### src/rtl/ode_stepper_pkg.sv
package ode_stepper_pkg;

  typedef enum logic [2:0] {
    PH_IDLE = 3'd0,
    PH_ONE  = 3'd1,
    PH_TWO  = 3'd2,
    PH_THR  = 3'd3,
    PH_FOUR = 3'd4
  } phase_e;

  typedef enum logic [1:0] {
    AOP_ADD = 2'd0,
    AOP_SUB = 2'd1,
    AOP_LT  = 2'd2
  } aop_e;

endpackage

### src/rtl/ode_fxmul.sv
module ode_fxmul #(
  parameter int W    = 16,
  parameter int FRAC = 8
) (
  input  logic signed [W-1:0] op_a,
  input  logic signed [W-1:0] op_b,
  output logic signed [W-1:0] prod
);
  localparam int PW = 2 * W;

  logic signed [PW-1:0] ext_a;
  logic signed [PW-1:0] ext_b;
  logic signed [PW-1:0] full;
  logic                 unused_prod_bits;

  always_comb begin
    ext_a = PW'(op_a);
    ext_b = PW'(op_b);
    full  = ext_a * ext_b;
  end

  // floor division by 2^FRAC, then keep W bits
  assign prod = full[FRAC+W-1:FRAC];
  assign unused_prod_bits = ^{full[PW-1:FRAC+W], full[FRAC-1:0]};
endmodule

### src/rtl/ode_alu.sv
module ode_alu
  import ode_stepper_pkg::*;
#(
  parameter int W = 16
) (
  input  aop_e                op,
  input  logic signed [W-1:0] op_a,
  input  logic signed [W-1:0] op_b,
  output logic signed [W-1:0] res,
  output logic                less
);
  always_comb begin
    less = (op_a < op_b);
    unique case (op)
      AOP_ADD: res = op_a + op_b;
      AOP_SUB: res = op_a - op_b;
      default: res = '0;
    endcase
  end
endmodule

### src/rtl/ode_ctrl.sv
module ode_ctrl
  import ode_stepper_pkg::*;
(
  input  logic   clk,
  input  logic   rst_n,
  input  logic   start,
  input  logic   keep_going,
  output phase_e phase,
  output logic   load,
  output logic   commit,
  output logic   done
);
  phase_e phase_d;
  logic   done_d;

  always_comb begin
    phase_d = phase;
    unique case (phase)
      PH_IDLE: if (start) phase_d = PH_ONE;
      PH_ONE:  phase_d = PH_TWO;
      PH_TWO:  phase_d = PH_THR;
      PH_THR:  phase_d = PH_FOUR;
      PH_FOUR: phase_d = keep_going ? PH_ONE : PH_IDLE;
      default: phase_d = PH_IDLE;
    endcase
    done_d = (phase == PH_FOUR) && !keep_going;
  end

  always_ff @(posedge clk or negedge rst_n) begin
    if (!rst_n) begin
      phase <= PH_IDLE;
      done  <= 1'b0;
    end else begin
      phase <= phase_d;
      done  <= done_d;
    end
  end

  assign load   = (phase == PH_IDLE) && start;
  assign commit = (phase == PH_FOUR);


  idle_hold_chk: assert property (@(posedge clk) disable iff (!rst_n)
    (phase == PH_IDLE && !start) |=> (phase == PH_IDLE));

  step_one_two_chk: assert property (@(posedge clk) disable iff (!rst_n)
    (phase == PH_ONE) |=> (phase == PH_TWO));

  step_thr_four_chk: assert property (@(posedge clk) disable iff (!rst_n)
    (phase == PH_THR) |=> (phase == PH_FOUR));

  done_pulse_chk: assert property (@(posedge clk) disable iff (!rst_n)
    done |=> !done);

  loop_back_chk: assert property (@(posedge clk) disable iff (!rst_n)
    (phase == PH_FOUR && keep_going) |=> (phase == PH_ONE && !done));
endmodule

### src/rtl/ode_stepper.sv
module ode_stepper
  import ode_stepper_pkg::*;
#(
  parameter int W    = 16,
  parameter int FRAC = 8
) (
  input  logic                clk,
  input  logic                rst_n,
  input  logic                start,
  input  logic signed [W-1:0] x_in,
  input  logic signed [W-1:0] y_in,
  input  logic signed [W-1:0] u_in,
  input  logic signed [W-1:0] dx_in,
  input  logic signed [W-1:0] a_in,
  output logic signed [W-1:0] y_out,
  output logic                done
);
  localparam int NMUL = 2;
  localparam int NALU = 2;
  localparam logic signed [W-1:0] THREE = W'(3 << FRAC);

  // reset: asynchronous assert, synchronous release
  logic rst_meta_n, rst_int_n;
  always_ff @(posedge clk or negedge rst_n) begin
    if (!rst_n) begin
      rst_meta_n <= 1'b0;
      rst_int_n  <= 1'b0;
    end else begin
      rst_meta_n <= 1'b1;
      rst_int_n  <= rst_meta_n;
    end
  end

  phase_e phase;
  logic   load, commit, c_q;

  ode_ctrl ctrl_i (
    .clk        (clk),
    .rst_n      (rst_int_n),
    .start      (start),
    .keep_going (c_q),
    .phase      (phase),
    .load       (load),
    .commit     (commit),
    .done       (done)
  );

  // state and loop-invariant registers
  logic signed [W-1:0] x_q, y_q, u_q, dx_q, a_q;
  // intermediate registers
  logic signed [W-1:0] tx_q, udx_q, p1_q, ty_q, p2_q, uy_q, s1_q, xn_q;

  // shared units
  logic signed [W-1:0] mul_a [NMUL];
  logic signed [W-1:0] mul_b [NMUL];
  logic signed [W-1:0] mul_p [NMUL];
  aop_e                alu_op [NALU];
  logic signed [W-1:0] alu_a  [NALU];
  logic signed [W-1:0] alu_b  [NALU];
  logic signed [W-1:0] alu_r  [NALU];
  logic                alu_lt [NALU];

  for (genvar k = 0; k < NMUL; k++) begin : g_mul
    ode_fxmul #(.W(W), .FRAC(FRAC)) mul_i (
      .op_a (mul_a[k]),
      .op_b (mul_b[k]),
      .prod (mul_p[k])
    );
  end

  for (genvar k = 0; k < NALU; k++) begin : g_alu
    ode_alu #(.W(W)) alu_i (
      .op   (alu_op[k]),
      .op_a (alu_a[k]),
      .op_b (alu_b[k]),
      .res  (alu_r[k]),
      .less (alu_lt[k])
    );
  end

  logic unused_lt;
  assign unused_lt = alu_lt[1];

  // operand steering, fixed binding per control step
  always_comb begin
    for (int k = 0; k < NMUL; k++) begin
      mul_a[k] = '0;
      mul_b[k] = '0;
    end
    for (int k = 0; k < NALU; k++) begin
      alu_op[k] = AOP_ADD;
      alu_a[k]  = '0;
      alu_b[k]  = '0;
    end
    unique case (phase)
      PH_ONE: begin
        mul_a[0] = THREE;  mul_b[0] = x_q;
        mul_a[1] = u_q;    mul_b[1] = dx_q;
        alu_op[0] = AOP_ADD; alu_a[0] = x_q; alu_b[0] = dx_q;
      end
      PH_TWO: begin
        mul_a[0] = tx_q;   mul_b[0] = udx_q;
        mul_a[1] = THREE;  mul_b[1] = y_q;
        alu_op[0] = AOP_LT; alu_a[0] = xn_q; alu_b[0] = a_q;
      end
      PH_THR: begin
        mul_a[0] = ty_q;   mul_b[0] = dx_q;
        mul_a[1] = u_q;    mul_b[1] = dx_q;
        alu_op[0] = AOP_SUB; alu_a[0] = u_q; alu_b[0] = p1_q;
      end
      PH_FOUR: begin
        alu_op[0] = AOP_SUB; alu_a[0] = s1_q; alu_b[0] = p2_q;
        alu_op[1] = AOP_ADD; alu_a[1] = y_q;  alu_b[1] = uy_q;
      end
      default: ;
    endcase
  end

  logic en_one, en_two, en_thr;
  assign en_one = (phase == PH_ONE);
  assign en_two = (phase == PH_TWO);
  assign en_thr = (phase == PH_THR);

  // datapath registers without reset
  always_ff @(posedge clk) begin
    if (load) begin
      x_q  <= x_in;
      u_q  <= u_in;
      dx_q <= dx_in;
      a_q  <= a_in;
    end else if (commit) begin
      x_q <= xn_q;
      u_q <= alu_r[0];
    end
    if (en_one) begin
      tx_q  <= mul_p[0];
      udx_q <= mul_p[1];
      xn_q  <= alu_r[0];
    end
    if (en_two) begin
      p1_q <= mul_p[0];
      ty_q <= mul_p[1];
    end
    if (en_thr) begin
      p2_q <= mul_p[0];
      uy_q <= mul_p[1];
      s1_q <= alu_r[0];
    end
  end

  always_ff @(posedge clk or negedge rst_int_n) begin
    if (!rst_int_n) begin
      y_q <= '0;
      c_q <= 1'b0;
    end else begin
      if (load)        y_q <= y_in;
      else if (commit) y_q <= alu_r[1];
      if (en_two)      c_q <= alu_lt[0];
    end
  end

  assign y_out = y_q;


  xnext_sum_chk: assert property (@(posedge clk) disable iff (!rst_int_n)
    (phase == PH_TWO) |-> (xn_q == x_q + dx_q));

  x_commit_chk: assert property (@(posedge clk) disable iff (!rst_int_n)
    (phase == PH_FOUR) |=> (x_q == $past(xn_q)));

  exit_bound_chk: assert property (@(posedge clk) disable iff (!rst_int_n)
    done |-> !(x_q < a_q));

  y_hold_chk: assert property (@(posedge clk) disable iff (!rst_int_n)
    (phase == PH_IDLE && !start) |=> $stable(y_q));
endmodule

### config.mk
export PLATFORM = sky130hd
export DESIGN_NAME = ode_stepper
export DESIGN_NICKNAME = d
export VERILOG_FILES = /design/src/rtl/ode_stepper_pkg.sv /design/src/rtl/ode_fxmul.sv /design/src/rtl/ode_alu.sv /design/src/rtl/ode_ctrl.sv /design/src/rtl/ode_stepper.sv
export SDC_FILE = /design/constraint.sdc
export NUM_CORES = 2
export LEC_CHECK = 0
export ABC_CLOCK_PERIOD_IN_PS = 1400
export BUFFER_PORTS_ARGS = -buffer_cell sky130_fd_sc_hd__buf_4
export CORE_MARGIN = 2
export CORE_UTILIZATION = 30
export CTS_BUF_LIST = sky130_fd_sc_hd__clkbuf_16
export CTS_CLUSTER_DIAMETER = 200
export DETAILED_ROUTE_END_ITERATION = 8
export PLACE_DENSITY = 0.48
export SETUP_SLACK_MARGIN = 0.5
export SLEW_MARGIN = 20
export SYNTH_ARGS = -nofsm -noshare
export SYNTH_HDL_FRONTEND = slang
export SYNTH_HIERARCHICAL = 1
export SYNTH_SLANG_ARGS = --single-unit
### constraint.sdc
create_clock -name clk -period 1.4 [get_ports clk]
set_input_delay 0.14 -clock clk [delete_from_list [all_inputs] [get_ports clk]]
set_output_delay 0.14 -clock clk [all_outputs]
set_load 0.03 [all_outputs]
[Word-level counts from Yosys, hierarchy flattened]
Index checks and enable logic that the tools add are counted.
Storage, ports and cells
  register bits: 215
  input bits: 83
  output and inout bits: 17
  word-level logic and storage cells: 54
Cells by class
  $add $sub $neg: 3
  $mul: 2
  order comparisons: 1
  equality and inequality tests: 6
  mux-type cells: 17
  reductions and logical operators: 7
Operators with widths (count)
  32-bit one-hot mux with 3 select lines: 2
  16-bit 2-to-1 mux: 8
  16-bit one-hot mux with 4 select lines: 2
  16-bit by 16-bit multiplier with 24-bit output: 2
  16-bit adder: 2
  16-bit one-hot mux with 2 select lines: 1
  16-bit less-than comparator: 1
  16-bit subtractor: 1
  3-bit one-hot mux with 5 select lines: 1
  3-bit by 2-bit == test with 1-bit output (second input constant): 2
  2-bit one-hot mux with 2 select lines: 1
  3-bit by 1-bit == test with 1-bit output (second input constant): 1
  3-bit == test (second input constant): 1
  3-bit logical NOT: 1
  3-bit 2-to-1 mux: 1
  2-bit by 1-bit == test with 1-bit output (second input constant): 1
  1-bit logical AND: 2
  2-bit logical NOT: 1
  2-bit inequality test (second input constant): 1
  2-bit nonzero test: 1
  2-bit OR reduction: 1
  1-bit logical NOT: 1
  1-bit 2-to-1 mux: 1

[Depth between registers and ports, before layout]
  depth after elaboration: 7
  mapped depth: 28

[Modules after synthesis]
Netlist, hierarchy kept.
Modules (own cells, without submodules)
  ode_stepper: times used 1, cells each 634, area an instance 9444.1 µm²
  ode_fxmul (g_mul[1].mul_i): times used 1, cells each 837, area an instance 7398.3 µm²
  ode_fxmul (g_mul[0].mul_i): times used 1, cells each 845, area an instance 7387.1 µm²
  ode_alu: times used 2, cells each 257, area an instance 1760.4 µm²
  ode_ctrl: times used 1, cells each 14, area an instance 170.2 µm²

[Least setup slack after synthesis]
Ideal clock, no wire load.
  kind: register -> register
  from: register ctrl_i.phase[1]
  to: register p1_q[15], data pin
  data arrival time: 6.937 ns
  required time: 1.131 ns
  setup slack: -5.806 ns
  cell stages (with the launch flop): 24
  clock period less this slack: 7.206 ns
  cell sequence: dfrtp_1 -> and3b_1 -> clkbuf_1 -> buf_2 -> a22o_1 -> clkbuf_1 -> nand2_1 -> fa_1 -> inv_1 -> fa_1 -> fa_1 -> fa_1 -> fa_1 -> inv_1 -> fa_1 -> inv_1 -> ha_1 -> a211oi_1 -> nand2_1 -> a31o_2 -> nor2_1 -> a21oi_1 -> a211oi_2 -> xnor2_1
RTL lines
  start, declared: line ode_ctrl.sv:8  | output phase_e phase,
  start signal, assigned: line ode_ctrl.sv:34  | phase <= phase_d;
  end signal, assigned: line ode_stepper.sv:141  | p1_q <= mul_p[0];
  end, declared: line ode_stepper.sv:51  | logic signed [W-1:0] tx_q, udx_q, p1_q, ty_q, p2_q, uy_q, s1_q, xn_q;

==> flow_summary.toml <==
[global_routing]
grt_max_degree = 38
antenna_found_initial = 0
grt_pass1_wl_um = 144000
grt_overflow = 0
track_usage_pct = 19.8
grt_pass1_vias = 23800

[floorplanning]
fp.dieH_um = 309
num_rows = 111
start_util_pct = 30.3
fp.dieW_um = 309
io_pins = 100
core_um2 = 91900
fp.dieArea_um2 = 95400

[synth]
syn_avg_cell_area_um2 = 9.82
synthesis.area_um2 = 27900
synthCells = 2838
yosysWarnings = 6

[worst_setup_path]
setup.worst_path.start = "ctrl_i/phase[1]"
cp_slowest_stage_delay_ns = 0.57
crit_path_end_kind = "register"
r2r-start = "ctrl_i/phase[1]"
cpMostUsedCell = "fa_1"
r2r_cells = 28
cp_max_fo = 7
r2r_end = "p1_q[11]"
worst_path_max_delay_cell = "fa_1"
crit_path_start_kind = "register"
crit_type = "register to register"
arrival_ns = 6.86
critPathRequiredTime_ns = 1.71
reg2reg_setup_slack_ns = -5.15
crit_end = "p1_q[11]"

[layout]
fillerInstances = 8981
fin_cells = 4828
diodes = 0
nets = 4227
drive_gt1_share_pct = 33.8
area_delta_synth_final_pct = 40.5

[routing]
vias_per_cell = 4.63
drc = 0
drt-total-wl_um = 93300
drt_first_iter_violations = 1169
wire_per_inst_um = 19.3
via_count = 22400
firstDrtPassIters = 5
ant_nets = 0

[sta]
setup_viol = 388
fin_skew_ns = 0.0157
max_freq_mhz = 153
relSlewSlack_pct = 52.8
fin_ws_ns = -5.15
maxSlewViolCount = 0
hold_viol = 0
worstMarginPinSlew_ns = 0.703
finalCritPeriodShare_pct = 468
grt_setup_unrepaired = "true"
fin_crit_ns = 6.55
hold_ws_ns = 0.219

[place]
pre_cts_ws_ns = -5.42
place_inst = 4598
place.gp.congestion = 0.859
port_buffers = 99
place_hpwl_um = 74200

[clock_tree]
cts_tree = "built"
clkLatencyLatePin_ns = 0.57
clkTransAtPathRegs_ns = 0.07
cts_buffer_depth = 3
htreeDepth = 1
clock-root-buffer = "clkbuf_16"
clkSinkCount = 215
numCtsBuffers = 26

[hold_path]
min_path_type = "register to asynchronous set/reset pin"

[status]
violations = "negative setup slack"
status = "complete, but fails checks"

[flow_run]
drv_cap = 0
## per-layer routing
metal / up-vias / wire, um / track usage, %
met5: - / 0 / 0
li1: 10600 / - / -
met1: 11300 / 42600 / 27.4
met2: 418 / 44400 / 33.4
met3: 104 / 3350 / 1.69
met4: 0 / 2990 / 5.32
## cells in the final DEF, fill, tap and decap left out, types with 70 or more instances in the layout
master           n
fa_1           357
dlygate4sd3_1   83
nand2_1        303
buf_4          626
and2_1         202
inv_1          502
edfxtp_1       192
nor2_1          71
ha_1           164
buf_6           70
## worst min-delay path by stage
stage	cells after the start	end	slack, ns	start
final	1	y_out[11]	0.22	rst_int_n
after global routing	1	y_out[11]	0.26	rst_int_n
after CTS	1	y_out[12]	0.23	rst_int_n
after detailed placement	1	rst_meta_n	-0.08	rst_n
after global placement	1	rst_int_n	-0.08	rst_n
after floorplan	0	rst_int_n	-0.16	rst_n
## through the flow
stage | utilization, % | TNS, ns | instance area (um^2)
final | 42.6 | -779.90 | 39200
after global routing | 42.6 | -820.30 | 39200
after CTS | 41.6 | -761.84 | 38200
after detailed placement | 37.8 | -788.38 | 34800
after global placement | 37.8 | -780.59 | 34800
after floorplan | - | -1075.68 | 28900
## repair_timing
item	CTS	global route
buffers inserted	54	35
hold endpoints to repair	83	0
hold buffers	83	0
pin swaps	97	90
gates cloned	8	3
gates resized for setup	264	156
setup endpoints to repair	390	390
## critical path: cells and delay by family, from the launching register on
kind,cells,cell delay [ns]
buffers and inverters,11,1.19
multiplexers,1,0.19
XOR/XNOR,1,0.10
flip-flops,1,0.49
AO/OA/AOI/OAI,6,1.02
adder cells (fa/ha/maj),7,2.96
AND/OR/NAND/NOR,2,0.31
## area by class of cell
class	instances	area (um^2)	area share, %
multi-input combinational	1941	20800	53.0
timing repair buffer	844	7630	19.5
sequential	215	6350	16.2
inverter	538	2020	5.16
tap	1243	1560	3.97
clock buffer	27	676	1.72
clock inverter	20	161	0.412
Power is left out: the tool's default activity adds up to more than one toggle a clock period on the data nets, which glitch-free logic cannot reach.
